## config.mk

```make
export PLATFORM = sky130hd
export DESIGN_NAME = edt_event_trigger
export DESIGN_NICKNAME = d
export VERILOG_FILES = /design/src/rtl/edt_pkg.sv /design/src/rtl/edt_frame_rx.sv /design/src/rtl/edt_trig_chan.sv /design/src/rtl/edt_event_trigger.sv
export SDC_FILE = /design/constraint.sdc
export NUM_CORES = 1
export LEC_CHECK = 0
export ABC_AREA = 1
export CORE_MARGIN = 5
export CORE_UTILIZATION = 50
export DETAILED_ROUTE_END_ITERATION = 10
export GPL_TIMING_DRIVEN = 1
export PLACE_DENSITY = 0.66
export SLEW_MARGIN = 20
export SYNTH_ARGS = -nofsm -noshare
export SYNTH_HDL_FRONTEND = slang
export SYNTH_HIERARCHICAL = 1
export SYNTH_SLANG_ARGS = --single-unit
```

## constraint.sdc

```tcl
create_clock -name clk -period 4 [get_ports clk]
set_input_delay 0.4 -clock clk [delete_from_list [all_inputs] [get_ports clk]]
set_output_delay 0.4 -clock clk [all_outputs]
set_load 0.1 [all_outputs]
```

## src/rtl/edt_pkg.sv

```systemverilog
// Package: shared state encodings for the event-code trigger generator.
// Assumes: the consumers are synthesizable modules with no further types.
package edt_pkg;

    typedef enum logic [1:0] {
        RX_IDLE,
        RX_DATA,
        RX_PAR,
        RX_STOP
    } rx_state_e;

    typedef enum logic [1:0] {
        CH_IDLE,
        CH_WAIT,
        CH_PULSE
    } ch_state_e;

    // Field selectors inside one channel's four-word window.
    localparam logic [1:0] FLD_CODE   = 2'd0;
    localparam logic [1:0] FLD_DELAY  = 2'd1;
    localparam logic [1:0] FLD_WIDTH  = 2'd2;
    localparam logic [1:0] FLD_STATUS = 2'd3;

endpackage

```

## src/rtl/edt_frame_rx.sv

```systemverilog
// Module: serial event-frame receiver.
// Does: assembles start(1) + CODE_W data bits (MSB first) + even parity + stop(0),
//       emits a one-cycle event strobe with the code, counts rejected frames.
// Assumes: bits are qualified by bit_vld; the idle line carries 0.
module edt_frame_rx
    import edt_pkg::*;
#(
    parameter int CODE_W = 16,
    parameter int CNT_W  = 16
) (
    input  logic              clk,
    input  logic              rst_n,
    input  logic              bit_vld,
    input  logic              bit_in,
    output logic              ev_vld,
    output logic [CODE_W-1:0] ev_code,
    output logic [CNT_W-1:0]  drop_cnt
);

    localparam int BC_W = $clog2(CODE_W);

    rx_state_e         st;
    logic [BC_W-1:0]   bcnt;
    logic [CODE_W-1:0] shift;
    logic              par_q;

    // Frame sequencer: shifts data, checks parity and stop, strobes or drops.
    always_ff @(posedge clk) begin
        if (!rst_n) begin
            st       <= RX_IDLE;
            bcnt     <= '0;
            shift    <= '0;
            par_q    <= 1'b0;
            ev_vld   <= 1'b0;
            ev_code  <= '0;
            drop_cnt <= '0;
        end else begin
            ev_vld <= 1'b0;
            if (bit_vld) begin
                case (st)
                    RX_IDLE: begin
                        if (bit_in) begin
                            st   <= RX_DATA;
                            bcnt <= '0;
                        end
                    end
                    RX_DATA: begin
                        shift <= {shift[CODE_W-2:0], bit_in};
                        bcnt  <= bcnt + 1'b1;
                        if (bcnt == BC_W'(CODE_W - 1)) st <= RX_PAR;
                    end
                    RX_PAR: begin
                        par_q <= bit_in;
                        st    <= RX_STOP;
                    end
                    default: begin
                        if (((^shift) ^ par_q) == 1'b0 && bit_in == 1'b0) begin
                            ev_vld  <= 1'b1;
                            ev_code <= shift;
                        end else if (drop_cnt != '1) begin
                            drop_cnt <= drop_cnt + 1'b1;
                        end
                        st <= RX_IDLE;
                    end
                endcase
            end
        end
    end

endmodule

```

## src/rtl/edt_trig_chan.sv

```systemverilog
// Module: one trigger channel (match, delay countdown, pulse stretcher).
// Does: on a code hit waits dly ticks, then holds trig for max(wid,1) ticks;
//       a hit during the wait restarts it and reports a retrigger.
// Assumes: dly already clamped by the register file.
module edt_trig_chan
    import edt_pkg::*;
#(
    parameter int CODE_W  = 16,
    parameter int DELAY_W = 24,
    parameter int WIDTH_W = 16
) (
    input  logic               clk,
    input  logic               rst_n,
    input  logic               ev_vld,
    input  logic [CODE_W-1:0]  ev_code,
    input  logic [CODE_W-1:0]  match,
    input  logic [DELAY_W-1:0] dly,
    input  logic [WIDTH_W-1:0] wid,
    output logic               trig,
    output logic               retrig
);

    ch_state_e          st;
    logic [DELAY_W-1:0] dcnt;
    logic [WIDTH_W-1:0] wcnt;
    logic               hit;
    logic [WIDTH_W-1:0] wload;

    // Hit detection and pulse length with zero promoted to one.
    always_comb begin
        hit    = ev_vld && (ev_code == match);
        wload  = (wid == '0) ? WIDTH_W'(1) : wid;
        retrig = hit && (st == CH_WAIT);
        trig   = (st == CH_PULSE);
    end

    // Channel sequencer: idle -> wait -> pulse, restart on every hit.
    always_ff @(posedge clk) begin
        if (!rst_n) begin
            st   <= CH_IDLE;
            dcnt <= '0;
            wcnt <= '0;
        end else if (hit) begin
            if (dly == '0) begin
                st   <= CH_PULSE;
                wcnt <= wload;
            end else begin
                st   <= CH_WAIT;
                dcnt <= dly;
            end
        end else begin
            case (st)
                CH_WAIT: begin
                    if (dcnt == DELAY_W'(1)) begin
                        st   <= CH_PULSE;
                        wcnt <= wload;
                    end else begin
                        dcnt <= dcnt - 1'b1;
                    end
                end
                CH_PULSE: begin
                    if (wcnt == WIDTH_W'(1)) st <= CH_IDLE;
                    else                     wcnt <= wcnt - 1'b1;
                end
                default: st <= CH_IDLE;
            endcase
        end
    end

endmodule

```

## src/rtl/edt_event_trigger.sv

```systemverilog
// Module: event-code trigger generator top.
// Does: receives framed codes, keeps the channel register file, a free-running
//       timestamp and the last-event register, and drives NCH triggers.
// Assumes: NCH*4+4 addresses fit in ADDR_W; BUDGET_TICKS fits in DELAY_W.
module edt_event_trigger
    import edt_pkg::*;
#(
    parameter int NCH          = 4,
    parameter int CODE_W       = 16,
    parameter int DELAY_W      = 24,
    parameter int WIDTH_W      = 16,
    parameter int TS_W         = 32,
    parameter int CNT_W        = 16,
    parameter int ADDR_W       = 5,
    parameter int DATA_W       = 32,
    parameter int BUDGET_TICKS = 500
) (
    input  logic              clk,
    input  logic              rst_n,
    input  logic              ser_vld,
    input  logic              ser_bit,
    input  logic              reg_we,
    input  logic [ADDR_W-1:0] reg_addr,
    input  logic [DATA_W-1:0] reg_wdata,
    output logic [DATA_W-1:0] reg_rdata,
    output logic [NCH-1:0]    trig
);

    localparam int CH_W = (NCH > 1) ? $clog2(NCH) : 1;
    localparam logic [ADDR_W-1:0] A_EV_CODE = ADDR_W'(NCH * 4);
    localparam logic [ADDR_W-1:0] A_EV_TS   = ADDR_W'(NCH * 4 + 1);
    localparam logic [ADDR_W-1:0] A_DROP    = ADDR_W'(NCH * 4 + 2);
    localparam logic [ADDR_W-1:0] A_TS_LIVE = ADDR_W'(NCH * 4 + 3);
    localparam logic [DELAY_W-1:0] BUDGET_D = DELAY_W'(BUDGET_TICKS);

    logic                ev_vld;
    logic [CODE_W-1:0]   ev_code;
    logic [CNT_W-1:0]    drop_cnt;
    logic [CODE_W-1:0]   code_q [NCH];
    logic [DELAY_W-1:0]  dly_q  [NCH];
    logic [WIDTH_W-1:0]  wid_q  [NCH];
    logic [NCH-1:0]      retrig_q;
    logic [NCH-1:0]      retrig_p;
    logic [TS_W-1:0]     ts_cnt;
    logic [CODE_W-1:0]   ev_code_q;
    logic [TS_W-1:0]     ev_ts_q;
    logic                is_chan;
    logic [CH_W-1:0]     sel;
    logic [1:0]          fld;
    logic [DELAY_W-1:0]  dly_wr;

    edt_frame_rx #(.CODE_W(CODE_W), .CNT_W(CNT_W)) u_rx (
        .clk(clk), .rst_n(rst_n), .bit_vld(ser_vld), .bit_in(ser_bit),
        .ev_vld(ev_vld), .ev_code(ev_code), .drop_cnt(drop_cnt)
    );

    for (genvar c = 0; c < NCH; c++) begin : g_chan
        edt_trig_chan #(.CODE_W(CODE_W), .DELAY_W(DELAY_W), .WIDTH_W(WIDTH_W)) u_ch (
            .clk(clk), .rst_n(rst_n), .ev_vld(ev_vld), .ev_code(ev_code),
            .match(code_q[c]), .dly(dly_q[c]), .wid(wid_q[c]),
            .trig(trig[c]), .retrig(retrig_p[c])
        );
    end

    // Address decode and delay clamp to the latency budget.
    always_comb begin
        is_chan = (reg_addr < ADDR_W'(NCH * 4));
        sel     = reg_addr[CH_W+1:2];
        fld     = reg_addr[1:0];
        dly_wr  = (reg_wdata > DATA_W'(BUDGET_TICKS)) ? BUDGET_D : reg_wdata[DELAY_W-1:0];
    end

    // Channel register file writes and sticky retrigger flags.
    always_ff @(posedge clk) begin
        if (!rst_n) begin
            for (int c = 0; c < NCH; c++) begin
                code_q[c] <= '0;
                dly_q[c]  <= '0;
                wid_q[c]  <= '0;
            end
            retrig_q <= '0;
        end else begin
            for (int c = 0; c < NCH; c++) begin
                if (reg_we && is_chan && sel == CH_W'(c)) begin
                    case (fld)
                        FLD_CODE:  code_q[c] <= reg_wdata[CODE_W-1:0];
                        FLD_DELAY: dly_q[c]  <= dly_wr;
                        FLD_WIDTH: wid_q[c]  <= reg_wdata[WIDTH_W-1:0];
                        default:   retrig_q[c] <= 1'b0;
                    endcase
                end
                if (retrig_p[c]) retrig_q[c] <= 1'b1;
            end
        end
    end

    // Free-running timestamp and last-event capture.
    always_ff @(posedge clk) begin
        if (!rst_n) begin
            ts_cnt    <= '0;
            ev_code_q <= '0;
            ev_ts_q   <= '0;
        end else begin
            ts_cnt <= ts_cnt + 1'b1;
            if (ev_vld) begin
                ev_code_q <= ev_code;
                ev_ts_q   <= ts_cnt;
            end
        end
    end

    // Combinational register read mux.
    always_comb begin
        reg_rdata = '0;
        if (is_chan) begin
            case (fld)
                FLD_CODE:  reg_rdata[CODE_W-1:0]  = code_q[sel];
                FLD_DELAY: reg_rdata[DELAY_W-1:0] = dly_q[sel];
                FLD_WIDTH: reg_rdata[WIDTH_W-1:0] = wid_q[sel];
                default:   reg_rdata[0]           = retrig_q[sel];
            endcase
        end else if (reg_addr == A_EV_CODE) begin
            reg_rdata[CODE_W-1:0] = ev_code_q;
        end else if (reg_addr == A_EV_TS) begin
            reg_rdata[TS_W-1:0] = ev_ts_q;
        end else if (reg_addr == A_DROP) begin
            reg_rdata[CNT_W-1:0] = drop_cnt;
        end else if (reg_addr == A_TS_LIVE) begin
            reg_rdata[TS_W-1:0] = ts_cnt;
        end
    end

endmodule

```

==> results.sh, run 1 <==
export IMPL_synth_top_area_share=0.212
export IMPL_grt_pass1_vias=30000
export IMPL_max_freq_mhz=332
export IMPL_placed_area_mm2=0.0355
export IMPL_crit_required_ps=3600
export IMPL_avgSynthCellArea_um2=6.47
export IMPL_p_leak_nw=17.9
export IMPL_die_w_um=270
export IMPL_clk_pin_slew_worst_paths_ps=60
export IMPL_viasPerCell=5.32
export IMPL_firstDrtPassIters=6
export IMPL_areaGrowthSynthToFinish_pct=11.7
export IMPL_peakVddDrop_uv=254
export IMPL_min_path_type="input pin to register"
export IMPL_setup_violations=0
export IMPL_htreeDepth=3
export IMPL_dieArea_mm2=0.0729
export IMPL_placedCellCount=6096
export IMPL_cts_resized=0
export IMPL_num_antenna_cells=0
export IMPL_critPathKind="input pin to output port"
export IMPL_layout_nets=5364
export IMPL_io_pins=78
export IMPL_wl_um=113000
export IMPL_die_y_um=270
export IMPL_max_slew_margin=0.320
export IMPL_grt_max_degree=100
export IMPL_cts_setup_buffers=0
export IMPL_antenna_found_initial=0
export IMPL_period_share=0.753
export IMPL_cts_hold_buf=0
export IMPL_yosys_warnings=6
export IMPL_portBuffers=77
export IMPL_grt_pass1_wl_um=173000
export IMPL_yosysTopAreaCell="nand2_1"
export IMPL_nFillCells=6709
export IMPL_cts_buffers=66
export IMPL_fin_area_mm2=0.0377
export IMPL_cp_data_arrival_time_ps=2610
export IMPL_clockBufferDepth=3
export IMPL_ys_seq_elements=532
export IMPL_worstHoldPathCells=3
export IMPL_postSynthCellCount=5219
export IMPL_clock_latency_ps=630
export IMPL_status="finished clean"
export IMPL_rsz0062_at_grt="false"
export IMPL_dp_hpwl_um=82400
export IMPL_post_layout_nonfiller_instances=6218
export IMPL_grt_overflow=0
export IMPL_fin_util=0.563
export IMPL_synthesis_area_mm2=0.0338
export IMPL_row_count=95
export IMPL_fin_crit_ps=3010
export IMPL_seq_area_frac_synth=0.382
export IMPL_critPathLaunchType="input pin"
export IMPL_drive_gt1_frac=0.0664
export IMPL_tightest_slew_ps=1020
export IMPL_post_drt_wl_per_cell_um=18.2
export IMPL_drt_iter0_drc=3498
export IMPL_start_util=0.504
export IMPL_tns_ps=0
export IMPL_maxCapViolations=0
export IMPL_yosys_cell_types_count=51
export IMPL_powerDensity_mw_per_mm2=361
export IMPL_cts_sinks=532
export IMPL_synthTopCellsByArea="nand2_1, edfxtp_1, dfxtp_1, nor2_1, inv_1"
export IMPL_slew_violations=0
export IMPL_remaining_drc_errors=0
export IMPL_finClkSkew_ps=33.3
export IMPL_coreArea_mm2=0.0670
export IMPL_path_max_fanout=22
export IMPL_routabilityCongestion=0.981
export IMPL_cts_tree="yes"
export IMPL_r2r_cells=13
export IMPL_root_buffer="clkbuf_16"
export IMPL_vias=33100
export IMPL_final_antenna_net_count=0
export IMPL_grt_total_usage=0.299
export IMPL_cp_end_kind="output port"
export IMPL_finalHoldViolCount=0
-- metal layers --
layer  vias to the layer above  share of wire  global-route usage
met3                       237          0.077              0.0460
met5                         -              0                   0
met4                         0          0.044               0.116
met1                     15200           0.42               0.402
met2                      1190           0.46               0.487
li1                      16500              -                   -
-- metrics by stage --
| stage | hold slack, ps | setup WS (ps) | power [mW] |
|---|---|---|---|
| floorplan | 434 | 331 | 7.05 |
| global placement | 448 | 1010 | 7.60 |
| detailed placement | 452 | 990 | 7.60 |
| CTS | 317 | 955 | 13.7 |
| global route | 341 | 777 | 14.1 |
| finish | 329 | 988 | 13.6 |
-- flip-flops by register name, indices dropped and copies added (netlist names) --
signal and cells:
dly_q 96, g_chan.u_ch/dcnt 96, code_q 64, g_chan.u_ch/wcnt 64
wid_q 64, ev_ts_q 32, ts_cnt 32, ev_code_q 16
u_rx/drop_cnt 16, u_rx/ev_code 16, u_rx/shift 16, g_chan.u_ch/st 8
retrig_q 4, u_rx/bcnt 4, u_rx/st 2, u_rx/ev_vld 1
u_rx/par_q 1
-- cells in the mapped netlist (all sizes together) --
library cell	count
nor2	1055
a21oi	136
buf	133
xnor2	67
o31ai	3
a21boi	4
nand3b	12
o21a	4
xor2	56
and3	2
o21ai	286
nand3	266
nand2	1939
clkbuf	60
nor3	21
edfxtp	224
inv	454
and2	4
clkinv	10
dfxtp	308
or2	2
nor4	2
a21o	2
nand4	120
ha	31
conb	1
a22oi	16
a211oi	1
-- cell families (layout without fill, tap and decap cells) --
logic type	after synthesis	after routing	share of synthesized area
AND/OR/NAND/NOR	3423	3423	0.418
buffers and inverters	657	724	0.0858
flip-flops	532	532	0.382
AO/OA/AOI/OAI	452	452	0.0706
XOR/XNOR	123	123	0.0323
adder cells (fa/ha/maj)	31	31	0.0115
other	1	60	0.000111
-- critical path, stage by stage --
cell and delay (ps):
clkdlybuf4s50_1 520, nor2_2 140, buf_4 290, nand3_1 550, nor2_1 260, nor2_1 70, nand2_1 170, buf_12 200
-- cells in the final DEF (no fill, tap or decap), drive strengths merged, types with 41 or more instances in the layout --
master         Yosys  routed
xnor2             67      67
buf              133      96
dfxtp            308     308
nand4            120     120
o21ai            286     286
xor2              56      56
clkbuf            60      90
nor2            1055    1055
edfxtp           224     224
nand2           1939    1939
clkdlybuf4s50      0      41
a21oi            136     136
inv              454     456
nand3            266     266
conb               1      60
-- worst paths after layout --
path | start | slack (ps) | endpoint
min reg2reg | ev_code_q[3] | 460 | ev_code_q[3]
min | rst_n | 330 | g_chan[1].u_ch/dcnt[4]
max reg2reg | u_rx/ev_code[0] | 1000 | g_chan[3].u_ch/dcnt[12]
max | reg_addr[1] | 990 | reg_rdata[5]
-- power breakdown --
group,internal [mW],switching (mW),total [mW],leakage (nW)
combinational,0.406,1.02,1.42,12.2
clock,3.57,2.53,6.10,1.07
sequential,5.86,0.240,6.10,4.64
total,9.83,3.79,13.6,17.9
-- final cells by class --
type                       instances  area, um^2  share of cell area
multi-input combinational       4089       18200               0.483
sequential                       532       12900               0.342
clock buffer                      89        1820              0.0482
inverter                         464        1750              0.0463
timing repair buffer             138        1570              0.0415
tap                              873        1090              0.0289
clock inverter                    33         384              0.0102
Note: power is estimated with default switching activity, not from simulation.
==> inputs of run 2 (changes only) <==
--- a/config.mk
+++ b/config.mk
@@ -10,7 +10,7 @@
 export CORE_UTILIZATION = 50
 export DETAILED_ROUTE_END_ITERATION = 10
 export GPL_TIMING_DRIVEN = 1
-export PLACE_DENSITY = 0.66
+export PLACE_DENSITY = 0.69
 export SLEW_MARGIN = 20
 export SYNTH_ARGS = -nofsm -noshare
 export SYNTH_HDL_FRONTEND = slang
==> constraint.sdc (replaced) <==
create_clock -name clk -period 2.6 [get_ports clk]
set_input_delay 0.26 -clock clk [delete_from_list [all_inputs] [get_ports clk]]
set_output_delay 0.26 -clock clk [all_outputs]
set_load 0.1 [all_outputs]
==> run 2 against run 1 <==
  * Global-route usage is 0.23 points lower
  * Critical path depth is 1 higher
  * Highest routed layer unchanged
  * Die area stayed put
  * Total power is 50% higher
  * Critical path type is now register to output port
  * Count of clock-buffer cells in the layout is 7 lower
  * Flip-flop and latch count stayed put
==> results.sh, run 2 (synthesized netlist as in run 1, its figures left out) <==
export IMPL_crit_top_cell="nand2_1"
export IMPL_grt_max_degree=99
export IMPL_fin_area_mm2=0.0382
export IMPL_tns_ps=0
export IMPL_r2r_cells=13
export IMPL_final_common_cell="nand2_1"
export IMPL_peakVddDrop_uv=551
export IMPL_dieArea_mm2=0.0729
export IMPL_timing_critical_path_slowest_cell_delay_ps=530
export IMPL_fin_crit_ps=2530
export IMPL_cp_startpoint="wid_q[2][1]"
export IMPL_viasPerCell=5.35
export IMPL_max_slew_margin=0.430
export IMPL_placed_area_mm2=0.0362
export IMPL_die_w_um=270
export IMPL_period_share=0.973
export IMPL_coreArea_mm2=0.0670
export IMPL_slew_violations=0
export IMPL_num_antenna_cells=0
export IMPL_layout_nets=5416
export IMPL_drt_iter0_drc=3508
export IMPL_start_util=0.504
export IMPL_cts_tree="yes"
export IMPL_final_antenna_net_count=0
export IMPL_drive_gt1_frac=0.0779
export IMPL_post_place_ws_ps=97.5
export IMPL_worst_path_buf_inv=1
export IMPL_critPathLaunchType="register"
export IMPL_min_path_type="input pin to register"
export IMPL_post_drt_wl_per_cell_um=17.9
export IMPL_grt_pass1_vias=30500
export IMPL_dp_hpwl_um=84500
export IMPL_worstHoldPathCells=3
export IMPL_critPathKind="register to output port"
export IMPL_hp_start="rst_n"
export IMPL_rsz0062_at_grt="false"
export IMPL_remaining_drc_errors=0
export IMPL_cp_end_kind="output port"
export IMPL_io_pins=78
export IMPL_wl_um=112000
export IMPL_setup_violations=0
export IMPL_die_y_um=270
export IMPL_finalHoldViolCount=0
export IMPL_areaGrowthSynthToFinish_pct=13.0
export IMPL_vias=33500
export IMPL_powerDensity_mw_per_mm2=534
export IMPL_cp_cell_sequence="nand2_1 -> nand2_1 -> nand2_1 -> nand2_1 -> nand2_1 -> nand3_1 -> nand2_1 -> nand2_1 -> buf_12"
export IMPL_clock_latency_ps=650
export IMPL_cp_data_arrival_time_ps=2270
export IMPL_cts_buffers=59
export IMPL_top_regs="dly_q (96), g_chan.u_ch/dcnt (96)"
export IMPL_firstDrtPassIters=6
export IMPL_crit_family="simple AND/OR/NAND/NOR gates"
export IMPL_layout_setup_ws_ps=71.2
export IMPL_grt_total_usage=0.296
export IMPL_p_leak_nw=18.2
export IMPL_crit_required_ps=2340
export IMPL_grt_pass1_wl_um=174000
export IMPL_portBuffers=77
export IMPL_row_count=95
export IMPL_path_max_fanout=4
export IMPL_fin_util=0.570
export IMPL_tightest_slew_ps=855
export IMPL_clk_pin_slew_worst_paths_ps=60
export IMPL_max_freq_mhz=395
export IMPL_grt_overflow=0
export IMPL_maxCapViolations=0
export IMPL_slowest_stage="edfxtp_1"
export IMPL_status="finished clean"
export IMPL_finClkSkew_ps=33.3
export IMPL_power_total_mw=20.4
export IMPL_final_cell_mix="nand2_1, nor2_1, inv_1"
export IMPL_worst_path_stages=9
export IMPL_root_buffer="clkbuf_16"
export IMPL_htreeDepth=2
export IMPL_reg2reg_from="u_rx/ev_code[13]"
export IMPL_clockBufferDepth=3
export IMPL_routabilityCongestion=0.996
export IMPL_cts_sinks=532
export IMPL_antenna_found_initial=0
[run 2: timing repair]
action | 4_1_cts | 5_1_grt
setup buffers | 0 | 0
resized for setup | 0 | 5
endpoints found under the setup margin | 0 | 45
hold buffers | 0 | 0
[run 2: metal layers]
| layer | global-route usage | vias up | routed length, um |
|---|---|---|---|
| met2 | 0.482 | 1323 | 50800 |
| li1 | - | 16600 | - |
| met5 | 0 | - | 0 |
| met3 | 0.0424 | 247 | 8500 |
| met1 | 0.404 | 15300 | 47900 |
| met4 | 0.110 | 0 | 4810 |
[run 2: power by group]
group / total [mW] / internal [mW] / switching, mW
registers: 9.37 / 9.01 / 0.357
logic: 2.27 / 0.672 / 1.60
clock network: 8.75 / 5.12 / 3.63
total: 20.4 / 14.8 / 5.58
[run 2: final timing paths]
| kind | endpoint | slack (ps) |
|---|---|---|
| setup / recovery | reg_rdata[1] | 70 |
| setup reg to reg | g_chan[1].u_ch/dcnt[15] | 180 |
| hold reg to reg | ts_cnt[31] | 470 |
| hold / removal | g_chan[1].u_ch/wcnt[2] | 170 |
[run 2: final cells by class]
class                           count  area, um^2
Clock inverter                     28         364
Tap cell                          873        1090
Inverter                          464        1750
Sequential cell                   532       12900
Clock buffer                       82        1650
Timing Repair Buffer              197        2170
Fill cell                        6712       28900
Multi-Input combinational cell   4089       18300
[run 2: worst reg2reg max path: stages (launching register included)]
cell	delay, ps
dfxtp_1	540
buf_4	220
inv_1	50
nand2_2	80
nand2_1	50
nor2_1	170
nand2_1	70
nor2_1	120
nand3_2	230
nand2_4	180
nand2_2	90
buf_4	200
o21ai_0	220
nor2_1	80
[run 2: metrics by stage]
stage | hold slack (ps) | cells
2_1_floorplan | 402 | 5278
3_3_place_gp | 447 | 6155
3_5_place_dp | 460 | 6155
4_1_cts | 139 | 6265
5_1_grt | 183 | 6265
6_report | 171 | 6265
